==> config.mk <==
export PLATFORM = sky130hd
export DESIGN_NAME = pull_link
export DESIGN_NICKNAME = d
export VERILOG_FILES = /design/src/rtl/pull_link_pkg.sv /design/src/rtl/pl_cmd_decode.sv /design/src/rtl/pl_out_hold.sv /design/src/rtl/pl_requester.sv /design/src/rtl/pl_responder.sv /design/src/rtl/pull_link.sv
export SDC_FILE = /design/constraint.sdc
export NUM_CORES = 1
export LEC_CHECK = 0
export BUFFER_PORTS_ARGS = -buffer_cell sky130_fd_sc_hd__buf_4
export CORE_MARGIN = 2
export CORE_UTILIZATION = 56
export CTS_BUF_LIST = sky130_fd_sc_hd__clkbuf_16
export CTS_CLUSTER_SIZE = 12
export DETAILED_ROUTE_END_ITERATION = 10
export PLACE_DENSITY = 0.86
export SYNTH_ARGS = -nofsm -noshare
export SYNTH_HDL_FRONTEND = slang
export SYNTH_HIERARCHICAL = 1
export SYNTH_SLANG_ARGS = --single-unit
==> constraint.sdc <==
create_clock -name clk -period 3.99 [get_ports clk]
set_clock_uncertainty 0.1 [all_clocks]
set_input_delay 0.5985 -clock clk [delete_from_list [all_inputs] [get_ports clk]]
set_output_delay 0.5985 -clock clk [all_outputs]
set_load 0.02 [all_outputs]
==> src/rtl/pull_link_pkg.sv <==
package pull_link_pkg;

    localparam int BYTE_W = 8;

    typedef logic [BYTE_W-1:0] byte_t;

    typedef enum logic [2:0] {
        RQ_BOOT,
        RQ_IDLE,
        RQ_SEND_CMD,
        RQ_SEND_IDX,
        RQ_SEND_PULL,
        RQ_WAIT_BYTE,
        RQ_DELIVER
    } rq_state_t;

    typedef enum logic [1:0] {
        RS_IDLE,
        RS_GET_IDX,
        RS_STREAM
    } rs_state_t;

    typedef enum logic [1:0] {
        CK_NONE,
        CK_LIST,
        CK_PROG
    } cmd_kind_t;

endpackage

==> src/rtl/pl_cmd_decode.sv <==
module pl_cmd_decode
    import pull_link_pkg::*;
#(
    parameter byte_t CODE_LIST = 8'hA1,
    parameter byte_t CODE_PROG = 8'hA2
) (
    input  byte_t     code,
    output cmd_kind_t kind
);

    always_comb begin
        if (code == CODE_LIST) begin
            kind = CK_LIST;
        end else if (code == CODE_PROG) begin
            kind = CK_PROG;
        end else begin
            kind = CK_NONE;
        end
    end

endmodule

==> src/rtl/pl_out_hold.sv <==
module pl_out_hold
    import pull_link_pkg::*;
#(
    parameter byte_t TERM_BYTE = 8'h04
) (
    input  logic  clk,
    input  logic  rst_n,
    input  logic  load,
    input  byte_t load_data,
    input  logic  load_end,
    input  logic  send,
    output logic  pending,
    output byte_t data,
    output logic  is_term
);

    always_ff @(posedge clk) begin
        if (!rst_n) begin
            pending <= 1'b0;
            data    <= '0;
            is_term <= 1'b0;
        end else if (load) begin
            pending <= 1'b1;
            data    <= load_end ? TERM_BYTE : load_data;
            is_term <= load_end;
        end else if (send) begin
            pending <= 1'b0;
            is_term <= 1'b0;
        end
    end

    // one byte deep, never overwritten while pending
    assert_no_overwrite_R5: assert property (@(posedge clk) disable iff (!rst_n)
        load |-> !pending)
        else $error("hold register overwritten while pending");

    // a send always drains a byte that was held
    assert_send_pending_R4: assert property (@(posedge clk) disable iff (!rst_n)
        send |-> pending)
        else $error("send with empty hold register");

endmodule

==> src/rtl/pl_requester.sv <==
module pl_requester
    import pull_link_pkg::*;
#(
    parameter int    IDX_W     = 3,
    parameter int    TMO_W     = 16,
    parameter byte_t PULL_BYTE = 8'h5A,
    parameter byte_t TERM_BYTE = 8'h04,
    parameter byte_t CODE_LIST = 8'hA1,
    parameter byte_t CODE_PROG = 8'hA2
) (
    input  logic             clk,
    input  logic             rst_n,
    input  logic             prog_req,
    input  logic [IDX_W-1:0] prog_index,
    input  logic [TMO_W-1:0] tmo_limit,
    output logic             busy,
    output logic             done,
    output logic             tmo_err,
    output logic             tx_valid,
    output byte_t            tx_data,
    input  logic             tx_ready,
    input  logic             rx_valid,
    input  byte_t            rx_data,
    output logic             rx_ready,
    output logic             sink_valid,
    output byte_t            sink_data,
    input  logic             sink_ready
);

    localparam logic [TMO_W-1:0] TMO_ONE = TMO_W'(1);

    rq_state_t        state, state_n;
    logic             kind_prog;
    logic [IDX_W-1:0] idx_q;
    byte_t            rx_q;
    logic [TMO_W-1:0] tmo_cnt;
    logic             tmo_hit;
    logic             got_term;

    assign tmo_hit  = (tmo_limit != '0) && (tmo_cnt == tmo_limit - TMO_ONE);
    assign got_term = (rx_data == TERM_BYTE);

    // next state
    always_comb begin
        state_n = state;
        unique case (state)
            RQ_BOOT:      state_n = RQ_SEND_CMD;
            RQ_IDLE:      if (prog_req) state_n = RQ_SEND_CMD;
            RQ_SEND_CMD:  if (tx_ready) state_n = kind_prog ? RQ_SEND_IDX : RQ_SEND_PULL;
            RQ_SEND_IDX:  if (tx_ready) state_n = RQ_SEND_PULL;
            RQ_SEND_PULL: if (tx_ready) state_n = RQ_WAIT_BYTE;
            RQ_WAIT_BYTE: begin
                if (rx_valid) begin
                    state_n = got_term ? RQ_IDLE : RQ_DELIVER;
                end else if (tmo_hit) begin
                    state_n = RQ_IDLE;
                end
            end
            RQ_DELIVER:   if (sink_ready) state_n = RQ_SEND_PULL;
            default:      state_n = RQ_IDLE;
        endcase
    end

    // state register
    always_ff @(posedge clk) begin
        if (!rst_n) begin
            state <= RQ_BOOT;
        end else begin
            state <= state_n;
        end
    end

    // outputs
    always_comb begin
        tx_valid   = 1'b0;
        tx_data    = PULL_BYTE;
        rx_ready   = 1'b0;
        sink_valid = 1'b0;
        unique case (state)
            RQ_BOOT: ;
            RQ_IDLE:      rx_ready = 1'b1;
            RQ_SEND_CMD: begin
                tx_valid = 1'b1;
                tx_data  = kind_prog ? CODE_PROG : CODE_LIST;
            end
            RQ_SEND_IDX: begin
                tx_valid = 1'b1;
                tx_data  = 8'(idx_q);
            end
            RQ_SEND_PULL: tx_valid = 1'b1;
            RQ_WAIT_BYTE: rx_ready = 1'b1;
            RQ_DELIVER:   sink_valid = 1'b1;
            default: ;
        endcase
    end

    assign sink_data = rx_q;
    assign busy      = (state != RQ_IDLE);

    // datapath registers
    always_ff @(posedge clk) begin
        if (!rst_n) begin
            kind_prog <= 1'b0;
            idx_q     <= '0;
            rx_q      <= '0;
            tmo_cnt   <= '0;
            tmo_err   <= 1'b0;
            done      <= 1'b0;
        end else begin
            done <= (state == RQ_WAIT_BYTE) && rx_valid && got_term;
            if (state == RQ_BOOT) begin
                kind_prog <= 1'b0;
            end
            if ((state == RQ_IDLE) && prog_req) begin
                kind_prog <= 1'b1;
                idx_q     <= prog_index;
                tmo_err   <= 1'b0;
            end
            if ((state == RQ_SEND_PULL) && tx_ready) begin
                tmo_cnt <= '0;
            end
            if (state == RQ_WAIT_BYTE) begin
                tmo_cnt <= tmo_cnt + TMO_ONE;
                if (rx_valid && !got_term) begin
                    rx_q <= rx_data;
                end
                if (!rx_valid && tmo_hit) begin
                    tmo_err <= 1'b1;
                end
            end
        end
    end

    // a transmit byte is held until the UART takes it
    assert_tx_hold_R3: assert property (@(posedge clk) disable iff (!rst_n)
        (tx_valid && !tx_ready) |=> (tx_valid && $stable(tx_data)))
        else $error("requester tx byte withdrawn");

    // after a pull byte leaves, nothing else is sent before the reply
    assert_one_pull_R3: assert property (@(posedge clk) disable iff (!rst_n)
        (state == RQ_SEND_PULL && tx_ready) |=> !tx_valid)
        else $error("second byte sent before reply");

    // delivered byte is held until the sink takes it
    assert_sink_hold_R3: assert property (@(posedge clk) disable iff (!rst_n)
        (sink_valid && !sink_ready) |=> (sink_valid && $stable(sink_data)))
        else $error("sink byte withdrawn");

    // a timeout always leaves the requester idle
    assert_timeout_idle_R9: assert property (@(posedge clk) disable iff (!rst_n)
        $rose(tmo_err) |-> !busy)
        else $error("timeout flag set while busy");

endmodule

==> src/rtl/pl_responder.sv <==
module pl_responder
    import pull_link_pkg::*;
#(
    parameter int    IDX_W     = 3,
    parameter byte_t TERM_BYTE = 8'h04,
    parameter byte_t CODE_LIST = 8'hA1,
    parameter byte_t CODE_PROG = 8'hA2
) (
    input  logic             clk,
    input  logic             rst_n,
    input  logic             rx_valid,
    input  byte_t            rx_data,
    output logic             rx_ready,
    output logic             tx_valid,
    output byte_t            tx_data,
    input  logic             tx_ready,
    input  logic             src_valid,
    input  byte_t            src_data,
    input  logic             src_end,
    output logic             src_ready,
    output logic             cmd_list,
    output logic             cmd_prog,
    output logic [IDX_W-1:0] cmd_index
);

    rs_state_t state, state_n;
    cmd_kind_t rx_kind;
    logic      req_seen;
    logic      rx_fire, tx_fire, load;
    logic      hold_pending, hold_term;
    byte_t     hold_data;

    pl_cmd_decode #(
        .CODE_LIST (CODE_LIST),
        .CODE_PROG (CODE_PROG)
    ) u_dec (
        .code (rx_data),
        .kind (rx_kind)
    );

    pl_out_hold #(
        .TERM_BYTE (TERM_BYTE)
    ) u_hold (
        .clk       (clk),
        .rst_n     (rst_n),
        .load      (load),
        .load_data (src_data),
        .load_end  (src_end),
        .send      (tx_fire),
        .pending   (hold_pending),
        .data      (hold_data),
        .is_term   (hold_term)
    );

    assign rx_fire = rx_valid && rx_ready;
    assign tx_fire = tx_valid && tx_ready;
    assign load    = src_valid && src_ready;

    // next state
    always_comb begin
        state_n = state;
        unique case (state)
            RS_IDLE: begin
                if (rx_fire && rx_kind == CK_LIST) begin
                    state_n = RS_STREAM;
                end else if (rx_fire && rx_kind == CK_PROG) begin
                    state_n = RS_GET_IDX;
                end
            end
            RS_GET_IDX: if (rx_fire) state_n = RS_STREAM;
            RS_STREAM:  if (tx_fire && hold_term) state_n = RS_IDLE;
            default:    state_n = RS_IDLE;
        endcase
    end

    // state register
    always_ff @(posedge clk) begin
        if (!rst_n) begin
            state <= RS_IDLE;
        end else begin
            state <= state_n;
        end
    end

    // outputs
    always_comb begin
        rx_ready  = 1'b0;
        src_ready = 1'b0;
        tx_valid  = 1'b0;
        unique case (state)
            RS_IDLE:    rx_ready = 1'b1;
            RS_GET_IDX: rx_ready = 1'b1;
            RS_STREAM: begin
                rx_ready  = !req_seen;
                src_ready = !hold_pending;
                tx_valid  = hold_pending && req_seen;
            end
            default: ;
        endcase
    end

    assign tx_data = hold_data;

    // request credit and command pulses
    always_ff @(posedge clk) begin
        if (!rst_n) begin
            req_seen  <= 1'b0;
            cmd_list  <= 1'b0;
            cmd_prog  <= 1'b0;
            cmd_index <= '0;
        end else begin
            if (tx_fire) begin
                req_seen <= 1'b0;
            end else if ((state == RS_STREAM) && rx_fire) begin
                req_seen <= 1'b1;
            end
            cmd_list <= (state == RS_IDLE) && rx_fire && (rx_kind == CK_LIST);
            cmd_prog <= (state == RS_GET_IDX) && rx_fire;
            if ((state == RS_GET_IDX) && rx_fire) begin
                cmd_index <= rx_data[IDX_W-1:0];
            end
        end
    end

    // each transmission consumes its request; no back-to-back sends
    assert_single_send_R4: assert property (@(posedge clk) disable iff (!rst_n)
        tx_fire |=> !tx_valid)
        else $error("responder sent without a fresh request");

    // an offered byte is held until taken
    assert_tx_hold_R4: assert property (@(posedge clk) disable iff (!rst_n)
        (tx_valid && !tx_ready) |=> (tx_valid && $stable(tx_data)))
        else $error("responder tx byte withdrawn");

    // the two command pulses never coincide
    assert_cmd_excl_R7: assert property (@(posedge clk) disable iff (!rst_n)
        !(cmd_list && cmd_prog))
        else $error("both command pulses high");

    // after the terminator leaves, the responder is back in idle
    assert_term_close_R8: assert property (@(posedge clk) disable iff (!rst_n)
        (tx_fire && hold_term) |=> (state == RS_IDLE))
        else $error("stream not closed after terminator");

endmodule

==> src/rtl/pull_link.sv <==
module pull_link
    import pull_link_pkg::*;
#(
    parameter int    IDX_W     = 3,
    parameter int    TMO_W     = 16,
    parameter byte_t PULL_BYTE = 8'h5A,
    parameter byte_t TERM_BYTE = 8'h04,
    parameter byte_t CODE_LIST = 8'hA1,
    parameter byte_t CODE_PROG = 8'hA2
) (
    input  logic             clk,
    input  logic             rst_n,
    input  logic             rq_prog_req,
    input  logic [IDX_W-1:0] rq_prog_index,
    input  logic [TMO_W-1:0] rq_timeout_limit,
    output logic             rq_busy,
    output logic             rq_done,
    output logic             rq_timeout_err,
    output logic             rq_tx_valid,
    output logic [7:0]       rq_tx_data,
    input  logic             rq_tx_ready,
    input  logic             rq_rx_valid,
    input  logic [7:0]       rq_rx_data,
    output logic             rq_rx_ready,
    output logic             rq_sink_valid,
    output logic [7:0]       rq_sink_data,
    input  logic             rq_sink_ready,
    input  logic             rs_rx_valid,
    input  logic [7:0]       rs_rx_data,
    output logic             rs_rx_ready,
    output logic             rs_tx_valid,
    output logic [7:0]       rs_tx_data,
    input  logic             rs_tx_ready,
    input  logic             rs_src_valid,
    input  logic [7:0]       rs_src_data,
    input  logic             rs_src_end,
    output logic             rs_src_ready,
    output logic             rs_cmd_list,
    output logic             rs_cmd_prog,
    output logic [IDX_W-1:0] rs_cmd_index
);

    pl_requester #(
        .IDX_W     (IDX_W),
        .TMO_W     (TMO_W),
        .PULL_BYTE (PULL_BYTE),
        .TERM_BYTE (TERM_BYTE),
        .CODE_LIST (CODE_LIST),
        .CODE_PROG (CODE_PROG)
    ) u_req (
        .clk        (clk),
        .rst_n      (rst_n),
        .prog_req   (rq_prog_req),
        .prog_index (rq_prog_index),
        .tmo_limit  (rq_timeout_limit),
        .busy       (rq_busy),
        .done       (rq_done),
        .tmo_err    (rq_timeout_err),
        .tx_valid   (rq_tx_valid),
        .tx_data    (rq_tx_data),
        .tx_ready   (rq_tx_ready),
        .rx_valid   (rq_rx_valid),
        .rx_data    (rq_rx_data),
        .rx_ready   (rq_rx_ready),
        .sink_valid (rq_sink_valid),
        .sink_data  (rq_sink_data),
        .sink_ready (rq_sink_ready)
    );

    pl_responder #(
        .IDX_W     (IDX_W),
        .TERM_BYTE (TERM_BYTE),
        .CODE_LIST (CODE_LIST),
        .CODE_PROG (CODE_PROG)
    ) u_rsp (
        .clk       (clk),
        .rst_n     (rst_n),
        .rx_valid  (rs_rx_valid),
        .rx_data   (rs_rx_data),
        .rx_ready  (rs_rx_ready),
        .tx_valid  (rs_tx_valid),
        .tx_data   (rs_tx_data),
        .tx_ready  (rs_tx_ready),
        .src_valid (rs_src_valid),
        .src_data  (rs_src_data),
        .src_end   (rs_src_end),
        .src_ready (rs_src_ready),
        .cmd_list  (rs_cmd_list),
        .cmd_prog  (rs_cmd_prog),
        .cmd_index (rs_cmd_index)
    );

endmodule

# Yosys cells after proc, flatten, opt, wreduce, memory -nomap -nowiden
# Cells that the tools add are included.
[op_classes] eq_ne=24 n_mux=36 bitwise_logic=1 reduce_logical=35 add_sub_neg=2
[op_table] op="two-way mux 16 bit" n=2
[op_table] op="two-way mux 3 bit" n=9
[op_table] op="case mux 3 bit (7 select lines)" n=1
[op_table] op="logical AND 1 bit" n=18
[op_table] op="adder 16 x 1 -> 16 bit (second input constant)" n=1
[op_table] op="equality test 16 bit" n=1
[op_table] op="equality test 8 bit (second input constant)" n=2
[op_table] op="case mux 8 bit (2 select lines)" n=1
[op_table] op="nonzero test 16 bit" n=1
[op_table] op="subtractor 16 x 1 -> 16 bit (second input constant)" n=1
[op_table] op="two-way mux 2 bit" n=7
[op_table] op="two-way mux 1 bit" n=13
[op_table] op="inequality test 2 bit (second input constant)" n=5
[op_table] op="equality test 3 bit (second input constant)" n=3
[op_table] op="equality test 8 x 3 -> 1 bit (second input constant)" n=1
[op_table] op="two-way mux 8 bit" n=1
[op_table] op="equality test 3 x 2 -> 1 bit (second input constant)" n=2
[op_table] op="inequality test 3 x 1 -> 1 bit (second input constant)" n=2
[op_table] op="case mux 2 bit (3 select lines)" n=1
[op_table] op="AND reduction 6 bit" n=1
[op_table] op="nonzero test 2 bit" n=3
[op_table] op="OR reduction 2 bit" n=3
[op_table] op="equality test 2 x 1 -> 1 bit (second input constant)" n=2
[op_table] op="equality test 2 bit (second input constant)" n=2
[op_table] op="11 further kinds" n=15
[totals] output_inout_bits=38 word_cells=113 regBits=51 inputBits=53

# Logic depth before layout (Yosys ltp)
[depth] depth_word=8 ltp_mapped=11 mapped_depth_nobuf=10

# Modules after synthesis
# The synthesis kept the hierarchy.
[by_module_without_submodules] mod="pl_requester" cells_each=278 instances=1 area_per_inst_um2=2174.6
[by_module_without_submodules] mod="pl_out_hold" cells_each=40 instances=1 area_per_inst_um2=394.1
[by_module_without_submodules] mod="pl_responder" cells_each=43 instances=1 area_per_inst_um2=359.1
[by_module_without_submodules] mod="pl_cmd_decode" cells_each=5 instances=1 area_per_inst_um2=48.8

# Worst setup path before layout
# No wires, ideal clock.
[synth_path] kind="input-to-reg" from="in rq_timeout_limit[0]" to="reg u_req.state[0]" setup_slack_ns=1.222 n_path_buf=1 required_time_ns=3.771 path_stages=11 t_arrival_ns=2.549 path_cell_list="inv_1 > ha_1 > clkbuf_1 > o21ai_0 > o211ai_1 > o21ai_0 > nor4_2 > o211ai_1 > nor4_2 > o221ai_2 > o221a_1"
[synth_between] elab_chain_cells=5 elab_cells_between_ends=6 cone_classes="1 x add/sub; 2 x eq/ne; 3 x reduce/logical"
[synth_lines] element="start: declaration" line="pull_link.sv:15" rtl="input logic [TMO_W-1:0] rq_timeout_limit,"
[synth_lines] element="subtractor 16 x 1 -> 16 bit" line="pl_requester.sv:40" rtl="assign tmo_hit = (tmo_limit != '0) && (tmo_cnt == tmo_limit - TMO_ONE);"
[synth_lines] element="equality test 16 bit" line="pl_requester.sv:40"
[synth_lines] element="logical AND 1 bit (*)" line="pl_requester.sv:40"
[synth_lines] element="inequality test 3 x 2 -> 1 bit (no line) (*)"
[synth_lines] element="AND reduction 6 bit (no line) (*)"
[synth_lines] element="end signal: assignment" line="pl_requester.sv:69" rtl="state <= state_n;"
[synth_lines] element="end: declaration" line="pl_requester.sv:32" rtl="rq_state_t state, state_n;"
# Mark *: on every way between the ends. The rest lies on a longest branch, timed or not.
# A chain may end at the register's enable or synchronous reset.

# Final worst setup path
[layout_path] from="in rq_timeout_limit[2]" to="reg u_req.state[1]"
# Same word-level chain as after synthesis.

==> impl_results.md <==
* Clock Sinks at 51
* Switch Pwr at 0.502 mW
* FILL cells at 400
* Syn avg cell area at 8.13 um^2
* Syn Std Cell Area at 2980 um^2
* Tmin final at 2870 ps
* Cell Pwr Density at 389 nW/um^2
* Ys flop type: dfxtp_1
* Largest net degree at the start of global routing at 35
* Yosys cell types at 60
* RSZ-0062 raised after global routing: no
* Gate power share at 32.7%
* Setup crit start kind: primary input
* Design area at 3770 um^2
* Final Cycle Share at 71.8%
* Hold crit path type: reg2reg
* Wire per inst at 13.5 um
* Hold depth at 2
* Top post-synthesis cells by count: dfxtp_1 (51), nor2_1 (45), nand2_1 (37), nand3_1 (24), o21ai_0 (17)
* Starting DRT DRC Count at 101
* Rows at 26
* Num CTS Buffers at 5
* Setup crit end kind: flip-flop
* Die W at 76.9 um
* Dpl hpwl at 5240 um
* Cell chain of the critical path: buf_4 > nor4_4 > and3_1 > o21ai_1 > a221oi_2 > o211ai_1 > nor4_2 > o221ai_2 > a221oi_2
* Total I/O pin count at 91
* First-pass GRT wire length at 11800 um
* Die ar. at 5910 um^2
* Area of the core at 5110 um^2
* Post-CTS setup buffer count at 0
* Crit-path most repeated cell: a221oi_2
* Switching Share at 34.2%
* Sequential share of power at 39.1%
* Antenna diodes at 0
* Final Routed Wirelength at 6980 um
* Relative slew slack at 27.3%
* # setup viols final at 0
* Fmax at 0.349 GHz
* Asr flop ratio synth at 0%
* Worst hold slack at 379 ps
* Max incr delay on CP at 520 ps
* CP required at 4090 ps
* H-tree depth at 2
* WP buf/inv at 1
* Initial antenna violation count at 0
* Nets at 501
* Yosys top cell area share at 34.3%
* CTS max path bufs at 2
* Clock network power share at 28.2%
* Gr usage total at 23.9%
* Max_cap viols at 0
* Layout cells sized above 1 at 26.7%
* Static Leak at 1.50 nW
* Reg2reg path depth at 7
* Antenna viol nets, final at 0
* CTS tree: built
* Top cell type by total area after synthesis: dfxtp_1
* Layout area overhead at 26.7%
* Levels on crit path at 9
* Critical path's top delay family: simple AND/OR/NAND/NOR gates
* WP data arrival at 2970 ps
* # DRC at 0
* YS warnings at 6
* Clock-pin slew on the worst setup and hold paths at 70 ps
* GRT overflow at 0
* Sequential area share after synthesis at 34.3%
* Post-synthesis register bit count at 51
* Slowest CP cell: nor4_4
* Critical path type: in2reg
* Peak fanout along the critical path at 10
* Setup TNS at 0 ps
* Max Slew Vio Count at 0
* DR vias at 2891
* Count leader, synth: dfxtp_1
* Internal power at 0.966 mW
* Tightest Pin Transition at 1090 ps
* Run status: finished clean
* Peak VDD IR at 0.491 mV
* Clk root buf: clkbuf_16
* Clock Latency Late Sink at 290 ps
* First-pass iteration count of the detailed router at 4
* Placer Congestion at 0.889
* Dpl cell area at 3630 um^2
* Port bufs at 90
* Top cells by area, synth: dfxtp_1 (34%), nor2_1 (5.7%), nand2_1 (4.7%), nand3_1 (4.0%), mux2i_1 (3.7%)
* Final hold vios at 0
* Vias in the first global route at 2742
* Post-synth EDFFs at 0
* DR vias/cell at 5.60
* Cts hold-fix bufs at 0
* Mapped Nets at 422
* PostCTS Resize Cnt at 0
* Initial Utilization at 58.3%
* Die H at 76.9 um
* Syn Inst Count at 366
power groups by stage:
stage          combinational (mW)  clock (mW)  sequential [mW]
6_report                    0.480       0.415            0.574
5_1_grt                     0.521       0.435            0.579
4_1_cts                     0.478       0.419            0.573
3_5_place_dp                0.475           0            0.584
3_3_place_gp                0.471           0            0.583
2_1_floorplan               0.348           0            0.561
placed cells by master (no fill, tap or decap), types with 6 or more instances in the layout:
cell type   n
nand4_1     6
nand3b_1   10
buf_4      90
dfxtp_1    51
and3_1      7
mux2i_1    11
xnor2_1    10
xor2_1      9
inv_1      14
a21oi_1    16
nor2_1     45
o21ai_0    17
nand3_1    24
o21ai_1     7
nand2_1    37
flip-flops by register name, indices dropped and copies added (netlist names):
register and count:
u_rsp/cmd_index 3, u_req/sink_data 8, u_rsp/req_seen 1, u_req/kind_prog 1, u_rsp/state 2, u_rsp/u_hold/pending 1, u_req/tmo_cnt 16, u_rsp/u_hold/data 8
u_req/state 3, u_rsp/cmd_list 1, u_req/done 1, u_rsp/cmd_prog 1, u_rsp/u_hold/is_term 1, u_req/idx_q 3, u_req/tmo_err 1
per-layer routing:
metal | GRT usage, % | wire [um] | vias to the layer above
li1 | - | - | 1455
met1 | 28.6 | 3070 | 1342
met2 | 41.5 | 3380 | 84
met3 | 5.06 | 398 | 10
met4 | 10.0 | 131 | 0
met5 | 0 | 0 | -
logic make-up after synthesis:
| group | share of synthesized area (%) |
|---|---|
| AOI/OAI and AO/OA | 15.4 |
| xor gates and xnor gates | 5.59 |
| adders and majority gates | 1.26 |
| buffers and inverters | 5.30 |
| DFF | 34.3 |
| muxes | 4.83 |
| and+or+nand+nor | 33.3 |
final timing paths:
path                                           start              endpoint  slack (ps)
worst min-delay path            u_rsp/u_hold/data[6]  u_rsp/u_hold/data[6]         380
worst min register to register  u_rsp/u_hold/data[6]  u_rsp/u_hold/data[6]         380
worst max register to register        u_req/state[0]    u_req/sink_data[0]        1450
worst max-delay path             rq_timeout_limit[2]        u_req/state[1]        1120
through the flow:
step                      total power [mW]  util (%)  setup WS [ps]  instances
after floorplan                      0.910         -           1220        366
after global placement                1.05      71.1            939        508
after detailed placement              1.06      71.1            860        508
after CTS                             1.47      73.9           1150        516
after global routing                  1.53      73.9            897        516
final                                 1.47      73.9           1120        516
final cells by class:
class | instances | area, um^2 | area share (%)
Timing Repair Buffer | 90 | 676 | 17.9
Clock buffer | 5 | 125 | 3.32
Inverter | 13 | 48.8 | 1.29
Sequential cell | 51 | 1020 | 27.1
Tap cell | 70 | 87.6 | 2.32
Clock inverter | 3 | 16.3 | 0.431
Multi-Input combinational cell | 284 | 1800 | 47.7
worst register-to-register path: cells and delay by family (launching register included):
family	cells	cell delay, ps
muxes	1	290
AOI/OAI and AO/OA	1	840
and+or+nand+nor	4	540
buffers and inverters	1	120
DFF	1	500
Power figures use the tool's default switching activity.
